**src/rtl/dps_pkg.sv**
```systemverilog
package dps_pkg;
  typedef enum logic [3:0] {
    ST_IDLE, ST_RAS, ST_CAS, ST_PAUSE, ST_OTHER,
    ST_PRE, ST_REFC, ST_REFR, ST_GRANT
  } seq_st_e;

  typedef enum logic [2:0] {
    A_NONE, A_RAS, A_CAS, A_PAUSE, A_OTHER, A_PRE, A_REFC, A_GRANT
  } seq_act_e;
endpackage

```
**src/rtl/dps_decode.sv**
```systemverilog
module dps_decode #(
  parameter int AREA_W = 2,
  parameter int ROW_W  = 8,
  parameter int COL_W  = 8,
  parameter int N_DRAM = 2,
  parameter int MA_W   = 8,
  parameter int ADDR_W = AREA_W + ROW_W + COL_W
) (
  input  logic [ADDR_W-1:0] addr,
  input  logic              open_vld,
  input  logic [AREA_W-1:0] open_area,
  input  logic [ROW_W-1:0]  open_row,
  output logic              is_dram,
  output logic [AREA_W-1:0] area,
  output logic [ROW_W-1:0]  row,
  output logic [MA_W-1:0]   row_ma,
  output logic [MA_W-1:0]   col_ma,
  output logic              page_hit
);
  logic [COL_W-1:0] col;

  always_comb begin
    area     = addr[ADDR_W-1 -: AREA_W];
    row      = addr[COL_W +: ROW_W];
    col      = addr[0 +: COL_W];
    is_dram  = ({{(32-AREA_W){1'b0}}, area} < N_DRAM);
    row_ma   = MA_W'(row);
    col_ma   = MA_W'(col);
    page_hit = is_dram && open_vld && (area == open_area) && (row == open_row);
  end
endmodule

```
**src/rtl/dps_openrow.sv**
```systemverilog
module dps_openrow #(
  parameter int AREA_W = 2,
  parameter int ROW_W  = 8
) (
  input  logic              clk,
  input  logic              rst,
  input  logic              set,
  input  logic              clr,
  input  logic              susp_set,
  input  logic              susp_clr,
  input  logic [AREA_W-1:0] area_in,
  input  logic [ROW_W-1:0]  row_in,
  output logic              open_vld,
  output logic [AREA_W-1:0] open_area,
  output logic [ROW_W-1:0]  open_row,
  output logic              susp
);
  always_ff @(posedge clk) begin
    if (rst) begin
      open_vld  <= 1'b0;
      open_area <= '0;
      open_row  <= '0;
      susp      <= 1'b0;
    end else begin
      if (set) begin
        open_vld  <= 1'b1;
        open_area <= area_in;
        open_row  <= row_in;
        susp      <= 1'b0;
      end else if (clr) begin
        open_vld <= 1'b0;
        susp     <= 1'b0;
      end else if (susp_set) begin
        susp <= 1'b1;
      end else if (susp_clr) begin
        susp <= 1'b0;
      end
    end
  end
endmodule

```
**src/rtl/dps_fsm.sv**
```systemverilog
module dps_fsm
  import dps_pkg::*;
#(
  parameter int AREA_W  = 2,
  parameter int N_DRAM  = 2,
  parameter int MA_W    = 8,
  parameter int RAS_CYC = 2,
  parameter int CAS_CYC = 1,
  parameter int PRE_CYC = 2,
  parameter int OTH_CYC = 2
) (
  input  logic              clk,
  input  logic              rst,
  input  logic              req_valid,
  input  logic              req_write,
  input  logic [1:0]        req_be,
  input  logic              refresh_req,
  input  logic              bus_req,
  input  logic              is_dram,
  input  logic [AREA_W-1:0] area,
  input  logic [MA_W-1:0]   row_ma,
  input  logic [MA_W-1:0]   col_ma,
  input  logic              page_hit,
  input  logic              open_vld,
  input  logic              susp,
  output logic [MA_W-1:0]   ma,
  output logic [N_DRAM-1:0] ras_n,
  output logic              cas_hi_n,
  output logic              cas_lo_n,
  output logic              rd_n,
  output logic              wr_n,
  output logic              bus_grant,
  output logic              req_done,
  output logic              rfsh_done,
  output logic              open_set,
  output logic              open_clr,
  output logic              susp_set,
  output logic              susp_clr
);
  localparam int MAX_RC = (RAS_CYC > CAS_CYC) ? RAS_CYC : CAS_CYC;
  localparam int MAX_PO = (PRE_CYC > OTH_CYC) ? PRE_CYC : OTH_CYC;
  localparam int MAXC   = (MAX_RC > MAX_PO) ? MAX_RC : MAX_PO;
  localparam int CNT_W  = $clog2(MAXC + 1);

  seq_st_e          st_q;
  seq_act_e         act;
  logic [CNT_W-1:0] cnt_q;

  // Decision taken in idle; priority: bus release, refresh, request.
  always_comb begin
    act = A_NONE;
    if (st_q == ST_IDLE) begin
      if (bus_req)          act = open_vld ? A_PRE : A_GRANT;
      else if (refresh_req) act = open_vld ? A_PRE : A_REFC;
      else if (req_valid) begin
        if (is_dram)        act = page_hit ? A_CAS : (open_vld ? A_PRE : A_RAS);
        else                act = (open_vld && !susp) ? A_PAUSE : A_OTHER;
      end
    end
    open_set = (act == A_RAS);
    open_clr = (act == A_PRE);
    susp_set = (act == A_PAUSE);
    susp_clr = (act == A_CAS);
  end

  always_ff @(posedge clk) begin
    if (rst) begin
      st_q      <= ST_IDLE;
      cnt_q     <= '0;
      ma        <= '0;
      ras_n     <= '1;
      cas_hi_n  <= 1'b1;
      cas_lo_n  <= 1'b1;
      rd_n      <= 1'b1;
      wr_n      <= 1'b1;
      bus_grant <= 1'b0;
      req_done  <= 1'b0;
      rfsh_done <= 1'b0;
    end else begin
      req_done  <= 1'b0;
      rfsh_done <= 1'b0;
      case (st_q)
        ST_IDLE: begin
          case (act)
            A_RAS: begin
              ras_n <= ~(N_DRAM'(1) << area);
              ma    <= row_ma;
              cnt_q <= CNT_W'(RAS_CYC - 1);
              st_q  <= ST_RAS;
            end
            A_CAS: begin
              ma       <= col_ma;
              cas_lo_n <= ~req_be[0];
              cas_hi_n <= ~req_be[1];
              rd_n     <= req_write;
              wr_n     <= ~(req_write & req_be[0]);
              cnt_q    <= CNT_W'(CAS_CYC - 1);
              st_q     <= ST_CAS;
            end
            A_PAUSE: begin
              rd_n <= 1'b1;
              wr_n <= 1'b1;
              st_q <= ST_PAUSE;
            end
            A_OTHER: begin
              ma    <= col_ma;
              cnt_q <= CNT_W'(OTH_CYC - 1);
              st_q  <= ST_OTHER;
            end
            A_PRE: begin
              ras_n <= '1;
              rd_n  <= 1'b1;
              wr_n  <= 1'b1;
              cnt_q <= CNT_W'(PRE_CYC - 1);
              st_q  <= ST_PRE;
            end
            A_REFC: begin
              cas_lo_n <= 1'b0;
              cas_hi_n <= 1'b0;
              st_q     <= ST_REFC;
            end
            A_GRANT: begin
              bus_grant <= 1'b1;
              st_q      <= ST_GRANT;
            end
            default: ;
          endcase
        end
        ST_RAS: begin
          if (cnt_q == '0) begin
            ma       <= col_ma;
            cas_lo_n <= ~req_be[0];
            cas_hi_n <= ~req_be[1];
            rd_n     <= req_write;
            wr_n     <= ~(req_write & req_be[0]);
            cnt_q    <= CNT_W'(CAS_CYC - 1);
            st_q     <= ST_CAS;
          end else cnt_q <= cnt_q - 1'b1;
        end
        ST_CAS: begin
          if (cnt_q == '0) begin
            cas_lo_n <= 1'b1;
            cas_hi_n <= 1'b1;
            req_done <= 1'b1;
            st_q     <= ST_IDLE;
          end else cnt_q <= cnt_q - 1'b1;
        end
        ST_PAUSE: begin
          ma    <= col_ma;
          cnt_q <= CNT_W'(OTH_CYC - 1);
          st_q  <= ST_OTHER;
        end
        ST_OTHER: begin
          if (cnt_q == '0) begin
            req_done <= 1'b1;
            st_q     <= ST_IDLE;
          end else cnt_q <= cnt_q - 1'b1;
        end
        ST_PRE: begin
          if (cnt_q == '0) st_q <= ST_IDLE;
          else cnt_q <= cnt_q - 1'b1;
        end
        ST_REFC: begin
          ras_n <= '0;
          cnt_q <= CNT_W'(RAS_CYC - 1);
          st_q  <= ST_REFR;
        end
        ST_REFR: begin
          if (cnt_q == '0) begin
            ras_n     <= '1;
            cas_lo_n  <= 1'b1;
            cas_hi_n  <= 1'b1;
            rfsh_done <= 1'b1;
            cnt_q     <= CNT_W'(PRE_CYC - 1);
            st_q      <= ST_PRE;
          end else cnt_q <= cnt_q - 1'b1;
        end
        ST_GRANT: begin
          if (!bus_req) begin
            bus_grant <= 1'b0;
            st_q      <= ST_IDLE;
          end
        end
        default: st_q <= ST_IDLE;
      endcase
    end
  end

  // Run of consecutive all-high row-strobe cycles, saturating at PRE_CYC.
  logic [CNT_W:0] hi_run;
  always_ff @(posedge clk) begin
    if (rst) hi_run <= (CNT_W+1)'(PRE_CYC);
    else if (&ras_n) hi_run <= (hi_run >= (CNT_W+1)'(PRE_CYC)) ? hi_run : hi_run + 1'b1;
    else hi_run <= '0;
  end

  assert_pre_len_R6: assert property (@(posedge clk) disable iff (rst)
    ((&$past(ras_n)) && !(&ras_n)) |-> ($past(hi_run) >= (CNT_W+1)'(PRE_CYC)));
  assert_grant_idle_R10: assert property (@(posedge clk) disable iff (rst)
    bus_grant |-> ((&ras_n) && cas_lo_n && cas_hi_n && rd_n && wr_n));
  assert_other_quiet_R7: assert property (@(posedge clk) disable iff (rst)
    (st_q == ST_OTHER) |-> (rd_n && wr_n && cas_lo_n && cas_hi_n));
  assert_one_row_R11: assert property (@(posedge clk) disable iff (rst)
    (st_q != ST_REFR) |-> ($countones(~ras_n) <= 1));
  assert_cas_first_R9: assert property (@(posedge clk) disable iff (rst)
    (st_q == ST_REFR && $past(st_q) == ST_REFC) |->
      ($past(!cas_lo_n && !cas_hi_n) && (&$past(ras_n))));
  assert_done_pulse_R2: assert property (@(posedge clk) disable iff (rst)
    req_done |=> !req_done);
endmodule

```
**src/rtl/dram_page_seq.sv**
```systemverilog
module dram_page_seq #(
  parameter int AREA_W  = 2,
  parameter int ROW_W   = 8,
  parameter int COL_W   = 8,
  parameter int N_DRAM  = 2,
  parameter int RAS_CYC = 2,
  parameter int CAS_CYC = 1,
  parameter int PRE_CYC = 2,
  parameter int OTH_CYC = 2,
  parameter int MA_W    = (ROW_W > COL_W) ? ROW_W : COL_W,
  parameter int ADDR_W  = AREA_W + ROW_W + COL_W
) (
  input  logic              clk,
  input  logic              rst,
  input  logic              req_valid,
  input  logic [ADDR_W-1:0] req_addr,
  input  logic              req_write,
  input  logic [1:0]        req_be,
  input  logic              refresh_req,
  input  logic              bus_req,
  output logic [MA_W-1:0]   ma,
  output logic [N_DRAM-1:0] ras_n,
  output logic              cas_hi_n,
  output logic              cas_lo_n,
  output logic              rd_n,
  output logic              wr_n,
  output logic              bus_grant,
  output logic              req_done,
  output logic              rfsh_done
);
  logic              is_dram, page_hit, open_vld, susp;
  logic              open_set, open_clr, susp_set, susp_clr;
  logic [AREA_W-1:0] area, open_area;
  logic [ROW_W-1:0]  row, open_row;
  logic [MA_W-1:0]   row_ma, col_ma;

  dps_decode #(.AREA_W(AREA_W), .ROW_W(ROW_W), .COL_W(COL_W), .N_DRAM(N_DRAM),
               .MA_W(MA_W), .ADDR_W(ADDR_W)) u_dec (
    .addr(req_addr), .open_vld(open_vld), .open_area(open_area), .open_row(open_row),
    .is_dram(is_dram), .area(area), .row(row), .row_ma(row_ma), .col_ma(col_ma),
    .page_hit(page_hit));

  dps_openrow #(.AREA_W(AREA_W), .ROW_W(ROW_W)) u_open (
    .clk(clk), .rst(rst), .set(open_set), .clr(open_clr), .susp_set(susp_set),
    .susp_clr(susp_clr), .area_in(area), .row_in(row), .open_vld(open_vld),
    .open_area(open_area), .open_row(open_row), .susp(susp));

  dps_fsm #(.AREA_W(AREA_W), .N_DRAM(N_DRAM), .MA_W(MA_W), .RAS_CYC(RAS_CYC),
            .CAS_CYC(CAS_CYC), .PRE_CYC(PRE_CYC), .OTH_CYC(OTH_CYC)) u_fsm (
    .clk(clk), .rst(rst), .req_valid(req_valid), .req_write(req_write), .req_be(req_be),
    .refresh_req(refresh_req), .bus_req(bus_req), .is_dram(is_dram), .area(area),
    .row_ma(row_ma), .col_ma(col_ma), .page_hit(page_hit), .open_vld(open_vld),
    .susp(susp), .ma(ma), .ras_n(ras_n), .cas_hi_n(cas_hi_n), .cas_lo_n(cas_lo_n),
    .rd_n(rd_n), .wr_n(wr_n), .bus_grant(bus_grant), .req_done(req_done),
    .rfsh_done(rfsh_done), .open_set(open_set), .open_clr(open_clr),
    .susp_set(susp_set), .susp_clr(susp_clr));
endmodule

```
**config.mk**
```make
export PLATFORM = sky130hd
export DESIGN_NAME = dram_page_seq
export DESIGN_NICKNAME = d
export VERILOG_FILES = /design/src/rtl/dps_pkg.sv /design/src/rtl/dps_decode.sv /design/src/rtl/dps_openrow.sv /design/src/rtl/dps_fsm.sv /design/src/rtl/dram_page_seq.sv
export SDC_FILE = /design/constraint.sdc
export NUM_CORES = 1
export LEC_CHECK = 0
export CAP_MARGIN = 20
export CORE_MARGIN = 4
export CORE_UTILIZATION = 52
export CTS_BUF_LIST = sky130_fd_sc_hd__clkbuf_16
export DETAILED_ROUTE_END_ITERATION = 10
export HOLD_SLACK_MARGIN = 0.02
export PLACE_DENSITY = 0.8
export SLEW_MARGIN = 0
export SYNTH_ARGS = -nofsm -noshare
export SYNTH_HDL_FRONTEND = slang
export SYNTH_SLANG_ARGS = --single-unit
export TNS_END_PERCENT = 20
```
**constraint.sdc**
```tcl
create_clock -name clk -period 3.3 [get_ports clk]
set_clock_uncertainty 0.05 [all_clocks]
set_input_delay 0.33 -clock clk [delete_from_list [all_inputs] [get_ports clk]]
set_output_delay 0.33 -clock clk [all_outputs]
set_load 0.01 [all_outputs]
```
# Word-level counts from Yosys, hierarchy flattened

Index checks and enable logic that the tools add are counted.

Register bits: 35
Input port bits: 26
Word-level logic and storage cells: 135

Magnitude comparators: 1
Muxes and demuxes: 48
Reduce and logical (&&, ||, !) cells: 32
Equal/unequal tests: 30
$add $sub $neg: 1
Shifts and indexed selects: 1
Bitwise logic cells: 7

Operators by type and width:

| operator             | number |
|---|---|
| $pmux W4 S7          | 2 |
| $mux W3              | 8 |
| $pmux W8 S3          | 1 |
| $eq A4 B3 Y1 const B | 4 |
| $mux W4              | 4 |
| $pmux W8 S2          | 1 |
| $ne A3 B3 Y1 const B | 5 |
| $reduce_and A3 Y1    | 5 |
| $pmux W1 S2          | 7 |
| $reduce_or A2 Y1     | 7 |
| $eq A3 B3 Y1 const B | 4 |
| $mux W1              | 12 |
| $mux W2              | 6 |
| $pmux W2 S5          | 1 |
| $reduce_bool A3 Y1   | 3 |
| $reduce_or A3 Y1     | 3 |
| $eq A4 B2 Y1 const B | 2 |
| $eq A8 B8 Y1         | 1 |
| $mux W8              | 1 |
| $ne A2 B1 Y1 const B | 4 |
| $ne A8 B8 Y1 const B | 1 |
| $pmux W2 S2          | 2 |
| $reduce_bool A2 Y1   | 4 |
| $eq A3 B2 Y1 const B | 2 |
| other kinds (20)     | 30 |

# Longest topological paths before layout

Gate-level depths: netlist of the first run.

Depth after elaboration: 14
Mapped depth: 10

# Hierarchy

Synthesis of the first run repeated with hierarchy kept, for this count alone.

Cells, all modules: 303
Area, all modules: 2,463.6 sq um

Modules (own cells, without submodules):

| module      | cells each | area each (sq um) | times used |
|---|---|---|---|
| dps_fsm     | 222        | 1,726.7           | 1 |
| dps_openrow | 40         | 427.9             | 1 |
| dps_decode  | 41         | 309.0             | 1 |

# Least setup slack after synthesis of the first run

OpenSTA, ideal clock, no wires.

Path type: input to register
From: input refresh_req
To: register u_fsm.ma[0]
Buffers on the path: 2
Setup time: 0.080 ns
Data required time: 3.170 ns
Data arrival time: 2.255 ns
Stages on the path: 10
Slack: 0.915 ns
Cells stage by stage: or2_1 clkbuf_1 a31oi_1 and2b_1 a21oi_4 mux2i_1 o221ai_2 and2_1 buf_6 a211oi_2

Word-level cells in the longest chain between the ends: 7
Elaborated cells between the ends (all ways): 11

Ends and longest elaborated chain:

| item                                                    | RTL line            | source |
|---|---|---|
| start: declaration                                      | dram_page_seq.sv:19 | `input logic refresh_req,` |
| $mux W3 (*)                                             | dps_fsm.sv:54       | `else if (refresh_req) act = open_vld ? A_PRE : A_REFC;` |
| $mux W3 (*)                                             | dps_fsm.sv:53       | `if (bus_req) act = open_vld ? A_PRE : A_GRANT;` |
| $mux W3 (*)                                             | dps_fsm.sv:52       | `if (st_q == ST_IDLE) begin` |
| $eq A3 B2 Y1 / $eq A3 B3 Y1 (equally long branches)     | dps_fsm.sv:84       | `case (act)` |
| $reduce_or A2 Y1 (no line)                              | n/a                 |  |
| $pmux W8 S2 / $ne A3 B3 Y1 (equally long branches)      | n/a                 |  |
| $pmux W8 S3 / $reduce_and A3 Y1 (equally long branches) | n/a                 |  |
| end signal: assignment                                  | dps_fsm.sv:87       | `ma <= row_ma;` |
| end signal: assignment                                  | dps_fsm.sv:92       | `ma <= col_ma;` |
| end signal: assignment                                  | dps_fsm.sv:106      | `ma <= col_ma;` |
| end: declaration                                        | dps_fsm.sv:26       | `output logic [MA_W-1:0] ma,` |

Mark *: on every way between the ends. The rest lies on a longest branch, timed or not.
A chain may end at the register's enable or synchronous reset.

# Worst setup path in the final report of the first run

From: input req_addr[16]
To: register u_fsm.ma[3]

Word-level cells in the longest chain between the ends: 14
Elaborated cells between the ends (all ways): 19

Ends and longest elaborated chain:

| item                                                    | RTL line            | source |
|---|---|---|
| start: declaration                                      | dram_page_seq.sv:16 | `input logic [ADDR_W-1:0] req_addr,` |
| $lt A2 B2 Y1                                            | dps_decode.sv:26    | `is_dram = ({{(32-AREA_W){1'b0}}, area} < N_DRAM);` |
| $logic_and A1 B1 Y1 (3 in a row)                        | dps_decode.sv:29    | `page_hit = is_dram && open_vld && (area == open_area) && (row == open_row);` |
| $mux W3                                                 | dps_fsm.sv:56       | `if (is_dram) act = page_hit ? A_CAS : (open_vld ? A_PRE : A_RAS);` |
| $mux W3 (*)                                             | dps_fsm.sv:56       |  |
| $mux W3 (*)                                             | dps_fsm.sv:55       | `else if (req_valid) begin` |
| $mux W3 (*)                                             | dps_fsm.sv:54       |  |
| $mux W3 (*)                                             | dps_fsm.sv:53       |  |
| $mux W3 (*)                                             | dps_fsm.sv:52       |  |
| $eq A3 B2 Y1 / $eq A3 B3 Y1 (equally long branches)     | dps_fsm.sv:84       |  |
| $reduce_or A2 Y1 (no line)                              | n/a                 |  |
| $pmux W8 S2 / $ne A3 B3 Y1 (equally long branches)      | n/a                 |  |
| $pmux W8 S3 / $reduce_and A3 Y1 (equally long branches) | n/a                 |  |

Marks and branches as above.

==> results of run 1 <==
-- registers in the layout, summed over array words and instances, names as in the netlist, 2 cells and up --
name / count
u_fsm.cnt_q: 2
u_fsm.ma: 8
u_fsm.ras_n: 2
u_fsm.st_q: 4
u_open.open_area: 2
u_open.open_row: 8
-- cell usage in the layout, fill, tap and decap left out, types with 4 or more instances in the layout --
| cell type | n |
|---|---|
| inv_1 | 5 |
| a211oi_2 | 8 |
| clkbuf_16 | 5 |
| nor4_1 | 5 |
| dfxtp_1 | 35 |
| clkdlybuf4s50_1 | 42 |
| a21o_1 | 4 |
| buf_4 | 11 |
| xor2_1 | 8 |
| mux2i_1 | 19 |
| nor2_1 | 22 |
| o21ai_0 | 10 |
| nand2b_1 | 5 |
| nor3_1 | 4 |
| nand2_1 | 21 |
| nor2b_1 | 5 |
| a21oi_1 | 26 |
-- per-stage QoR --
stage	hold WS, ns	setup slack (ns)	cells	util (%)	area, um2
after CTS	0.438	0.516	348	69.8	2790
after global routing	0.462	0.128	348	69.8	2790
final	0.431	0.473	348	69.8	2790
after floorplan	0.404	0.915	256	-	2160
after detailed placement	0.414	0.258	340	66.0	2640
after global placement	0.414	0.286	340	66.0	2640
-- final cells by class --
cell class	instances	area [um2]
Inverter	5	18.8
Clock inverter	3	25.0
Timing Repair Buffer	53	503
Fill cell	323	1210
Multi-Input combinational cell	197	1360
Clock buffer	5	125
Sequential cell	35	701
Tap cell	50	62.6
-- critical path, cell delays in order --
cell,delay [ns]
clkdlybuf4s50_1,0.48
xor2_1,0.20
nor4_1,0.32
nand4_1,0.27
a21oi_1,0.41
mux2i_1,0.15
o221ai_2,0.20
and2_1,0.43
a211oi_2,0.13
-- power breakdown --
part / total [mW] / switching (mW) / leakage, nW / internal (mW)
registers: 0.608 / 0.0751 / 0.286 / 0.533
clock network: 0.468 / 0.186 / 0.0700 / 0.282
logic: 1.53 / 0.835 / 0.828 / 0.696
total: 2.61 / 1.10 / 1.18 / 1.51
-- cell families (layout without fill, tap and decap cells) --
kind of cell / after synthesis / count (layout)
AOI/OAI and AO/OA: 73 / 73
xor gates and xnor gates: 10 / 10
adders and majority gates: 3 / 3
buffers and inverters: 24 / 66
DFF: 35 / 35
muxes: 20 / 20
and+or+nand+nor: 91 / 91
-- worst paths after layout --
check / to / slack (ns) / depth (start not counted)
max: u_fsm.ma[3] / 0.47 / 9
min: u_fsm.bus_grant / 0.43 / 2
max reg2reg: u_fsm.ma[3] / 0.68 / 8
min reg2reg: u_fsm.bus_grant / 0.43 / 2
-- metal layers --
layer	track usage, %	up-vias	wire, um
li1	-	1015	-
met3	5.68	13	349
met5	0	-	0
met4	8.61	0	105
met2	32.8	74	2400
met1	32.1	952	2670
==> run metrics, run 1 <==
# resized after CTS 0; htree depth 2; Async SR Flop Fraction 0%; starting density of the core 54.1%; Peak VDD IR around 0.6 mV; Seq/Total Area, Yosys between 30% and 40%; Setup Buffers After CTS 0; Post-synth top flop dfxtp_1; DIE AREA 5260 um2; Post-Synth Simple-Gate Area a little under a quarter; Pre-antenna DRT Iters 4; via count ~2k; Commonest cells post-synth dfxtp_1, a21oi_1, nor2_1, nand2_1, mux2i_1; clock sink count 35; synth top area cells dfxtp_1, mux2i_1, a21oi_1; Max clock buf depth 2; average via count per standard cell slightly below 6; PnR Total Power 2.61 mW; Synth top area share approximately a third; most common cell in the netlist dfxtp_1; area leader, netlist dfxtp_1; placer congestion estimate 0.858; Critical path origin req_addr[16]; # IOs 43; Hold Crit Start u_fsm.bus_grant; Slew headroom 34.8%; YS warnings 0; Final setup viols 0; largest net degree at the start of global routing 29; Compound-Gate Fraction of Synth Area around a quarter; Synth Area in Adders roughly 1.7%; Max Clock Freq approximately 350 MHz; Rows 23; initial antenna violation count 0; core area ~4000 um2; status finished, final reports clean; Synth cell types 58; final setup TNS 0 ns; crit path DAT between 2 and 3 ns; CP Class primary input to flop; R2R Path Start u_open.open_row[3]; share of layout cells above drive strength 1 12.4%; Total GRT Usage a little under a quarter; final net count about 330; first-pass GRT wire length approximately 9.5 mm; drt drc 0; total global routing overflow 0; Leak ~1.2 nW; P&R area growth vs syn 29.0%; die extent in x roughly 73 um; portion of netlist area occupied by mux cells about a tenth; DR WL/cell about 16 um; Clock Latency Late Sink approximately 0.28 ns; Die Span Y just over 70 um; Hold/Removal Path Class flop to flop; Crit Path Max Fanout 8; final period utilization between 80% and 90%; Reg clk slew, reported paths 0.06 ns; WL final about 5.5 mm; vias in the first global route between 2k and 2.5k; RSZ-0062 raised after global routing no; CTS tree done; Critical Path RT approximately 3.4 ns; largest family of logic cells by synthesized area compound AO/OA/AOI/OAI gates; flops & latches, synth 35; Ant. Diodes 0; Critical Path Sink Type flop; Post-synth EDFFs 0; Routed Antenna Nets 0; Synth Instances around 260; cts hold-fix bufs 0; clock root cell clkbuf_16; Tightest Pin Transition about 1 ns; Max Slew Vio Count 0; final hold viol count 0; syn_area_per_cell roughly 8.5 um2; startpoint class of the critical path primary input; minimum clock period 2.83 ns; drt initial violations approximately 210; Post-DP HPWL approximately 4 mm; Post-Syn Nets 285; synthesized area 2160 um2; pwr/cell area roughly 930 nW/um2; Max Cap Violations 0; Synth Area in XOR/XNOR between 4 and 5%; CTS Buf Count 5; port bufs 42
Power figures use the tool's default switching activity.
==> run 2: changes to the inputs <==
--- a/config.mk
+++ b/config.mk
@@ -5,6 +5,7 @@
 export SDC_FILE = /design/constraint.sdc
 export NUM_CORES = 1
 export LEC_CHECK = 0
+export ABC_CLOCK_PERIOD_IN_PS = 3300
 export CAP_MARGIN = 20
 export CORE_MARGIN = 4
 export CORE_UTILIZATION = 52
@@ -12,6 +13,7 @@
 export DETAILED_ROUTE_END_ITERATION = 10
 export HOLD_SLACK_MARGIN = 0.02
 export PLACE_DENSITY = 0.8
+export RECOVER_POWER = 50
 export SLEW_MARGIN = 0
 export SYNTH_ARGS = -nofsm -noshare
 export SYNTH_HDL_FRONTEND = slang
==> run metrics, run 2 (synthesized netlist as in run 1, its figures left out) <==
Final setup viols 0 (unchanged); htree depth 2 (unchanged); final setup TNS 0 ns (unchanged); drt initial violations 222 (was 214); Slowest cell on crit path clkbuf_1 (was clkdlybuf4s50_1); Hold/Removal Path Class flop to flop (unchanged); design area 2790 um2 (about the same); final net count 326 (unchanged); Cell Count, Final, Fillers Out 348 (unchanged); Leak 1.20 nW (was 1.18 nW); RSZ-0062 raised after global routing no (unchanged); Reg clk slew, reported paths 0.06 ns (about the same); Cell Chain, Critical Path clkdlybuf4s50_1 > xor2_1 > nor4_1 > nand4_1 > nand2_1 > a21o_1 > nand2b_1 > clkbuf_1 > mux2i_1 > nor2_1 (was clkdlybuf4s50_1 > xor2_1 > nor4_1 > nand4_1 > a21oi_1 > mux2i_1 > o221ai_2 > and2_1 > a211oi_2); Critical Path RT 3.39 ns (was 3.40 ns); Critical Path Sink Type flop (unchanged); Crit. path cell count 10 (was 9); Critical path origin req_addr[16] (unchanged); core area 4000 um2 (unchanged); minimum clock period 2.89 ns (was 2.83 ns); port bufs 42 (unchanged); crit path DAT 2.98 ns (was 2.93 ns); starting density of the core 54.1% (unchanged); PnR Total Power 2.59 mW (was 2.61 mW); Max clock buf depth 2 (unchanged); slowest stage delay, CP 0.55 ns (was 0.48 ns); # resized after CTS 0 (unchanged); largest net degree at the start of global routing 29 (unchanged); Setup crit end u_open.open_row[6] (was u_fsm.ma[3]); Total GRT Usage 22.6% (unchanged); clock sink count 35 (unchanged); Slew headroom 32.6% (was 34.8%); Setup Buffers After CTS 0 (unchanged); CP bufs+invs 2 (was 1); Peak VDD IR 0.590 mV (was 0.600 mV); drt drc 0 (unchanged); placer congestion estimate 0.858 (unchanged); Crit Path Max Fanout 11 (was 8); initial antenna violation count 0 (unchanged); DIE AREA 5260 um2 (unchanged); biggest regs u_fsm.ma: 8 flops, u_open.open_row: 8 flops, u_fsm.st_q: 4 flops (unchanged); CP Class primary input to flop (unchanged); Max Slew Vio Count 0 (unchanged); Tightest Pin Transition 1.01 ns (was 0.975 ns); Pre-antenna DRT Iters 4 (unchanged); total global routing overflow 0 (unchanged); Clock Latency Late Sink 0.28 ns (about the same); cts hold-fix bufs 0 (unchanged); flop2flop setup slack 0.60 ns (was 0.68 ns); CTS tree done (unchanged); dpl cell area 2640 um2 (unchanged); pwr/cell area 929 nW/um2 (was 934 nW/um2); die extent in x 72.5 um (unchanged); Die Span Y 72.5 um (unchanged); status finished, final reports clean (unchanged); Final WS setup 0.408 ns (was 0.473 ns); R2R Path Start u_open.open_row[3] (unchanged); Max Cap Violations 0 (unchanged); share of layout cells above drive strength 1 12.1% (was 12.4%); final period utilization 87.6% (was 85.7%); via count 2,070 (was 2,054); vias in the first global route 2,018 (unchanged); placed cell count 340 (unchanged); Rows 23 (unchanged); startpoint class of the critical path primary input (unchanged); most frequent cells in the layout dfxtp_1, a21oi_1, clkdlybuf4s50_1 (was clkdlybuf4s50_1, dfxtp_1, a21oi_1); Post-DP HPWL 3.97 mm (unchanged); clock root cell clkbuf_16 (unchanged); CTS Buf Count 5 (unchanged); WL final 5.56 mm (was 5.52 mm); Worst Reg-to-Reg Cells 9 (was 8); Max Clock Freq 346 MHz (was 354 MHz); first-pass GRT wire length 9.48 mm (unchanged); Routed Antenna Nets 0 (unchanged); worst slack at placement 0.258 ns (unchanged); Ant. Diodes 0 (unchanged); # IOs 43 (unchanged); most common cell after layout, fill and taps aside dfxtp_1 (was clkdlybuf4s50_1); FF-to-FF End u_open.open_row[6] (was u_fsm.ma[3]); DR WL/cell 16.0 um (was 15.9 um); average via count per standard cell 5.95 (was 5.90); family with the most delay on the worst path buffers and inverters (was simple AND/OR/NAND/NOR gates); P&R area growth vs syn 28.9% (was 29.0%); final hold viol count 0 (unchanged)
-- run 2: worst min-delay path: stages (launching register included) --
cell	delay (ns)
dfxtp_1	0.33
a21oi_1	0.06
nand2_1	0.06
-- run 2: final cells by class --
class,instances,area (um2)
clock buffers,5,125
clock inverters,3,25.0
fillers,325,1210
inverters,5,18.8
multi-input cells,197,1360
flip-flops and latches,35,701
well taps,50,62.6
repair buffers,53,499
-- run 2: through the flow --
stage / hold WS, ns / util, %
6_report: 0.428 / 69.7
5_1_grt: 0.456 / 69.7
4_1_cts: 0.438 / 69.8
3_5_place_dp: 0.414 / 66.0
3_3_place_gp: 0.414 / 66.0
2_1_floorplan: 0.404 / -
-- run 2: power by group --
| group | internal [mW] | switching, mW | leakage (nW) |
|---|---|---|---|
| Combinational | 0.672 | 0.842 | 0.839 |
| Sequential | 0.533 | 0.0732 | 0.286 |
| Clock | 0.282 | 0.189 | 0.0700 |
| Total | 1.49 | 1.10 | 1.20 |
-- run 2: worst min-delay path by stage --
| stage | from | endpoint | slack (ns) | cells past startpoint |
|---|---|---|---|---|
| floorplan | req_addr[16] | u_fsm.ras_n[0] | 0.40 | 2 |
| global placement | u_fsm.bus_grant | u_fsm.bus_grant | 0.41 | 2 |
| detailed placement | u_fsm.ras_n[0] | u_fsm.ras_n[0] | 0.41 | 2 |
| CTS | u_fsm.ras_n[0] | u_fsm.ras_n[0] | 0.44 | 2 |
| global route | u_fsm.ras_n[0] | u_fsm.ras_n[0] | 0.46 | 2 |
| finish | u_fsm.ras_n[0] | u_fsm.ras_n[0] | 0.43 | 2 |
-- run 2: metal layers --
metal	routed length, um	vias up	track usage (%)
met5	0	-	0
met4	89	0	8.61
met3	419	9	5.68
met2	2440	77	32.8
met1	2610	969	32.1
li1	-	1015	-
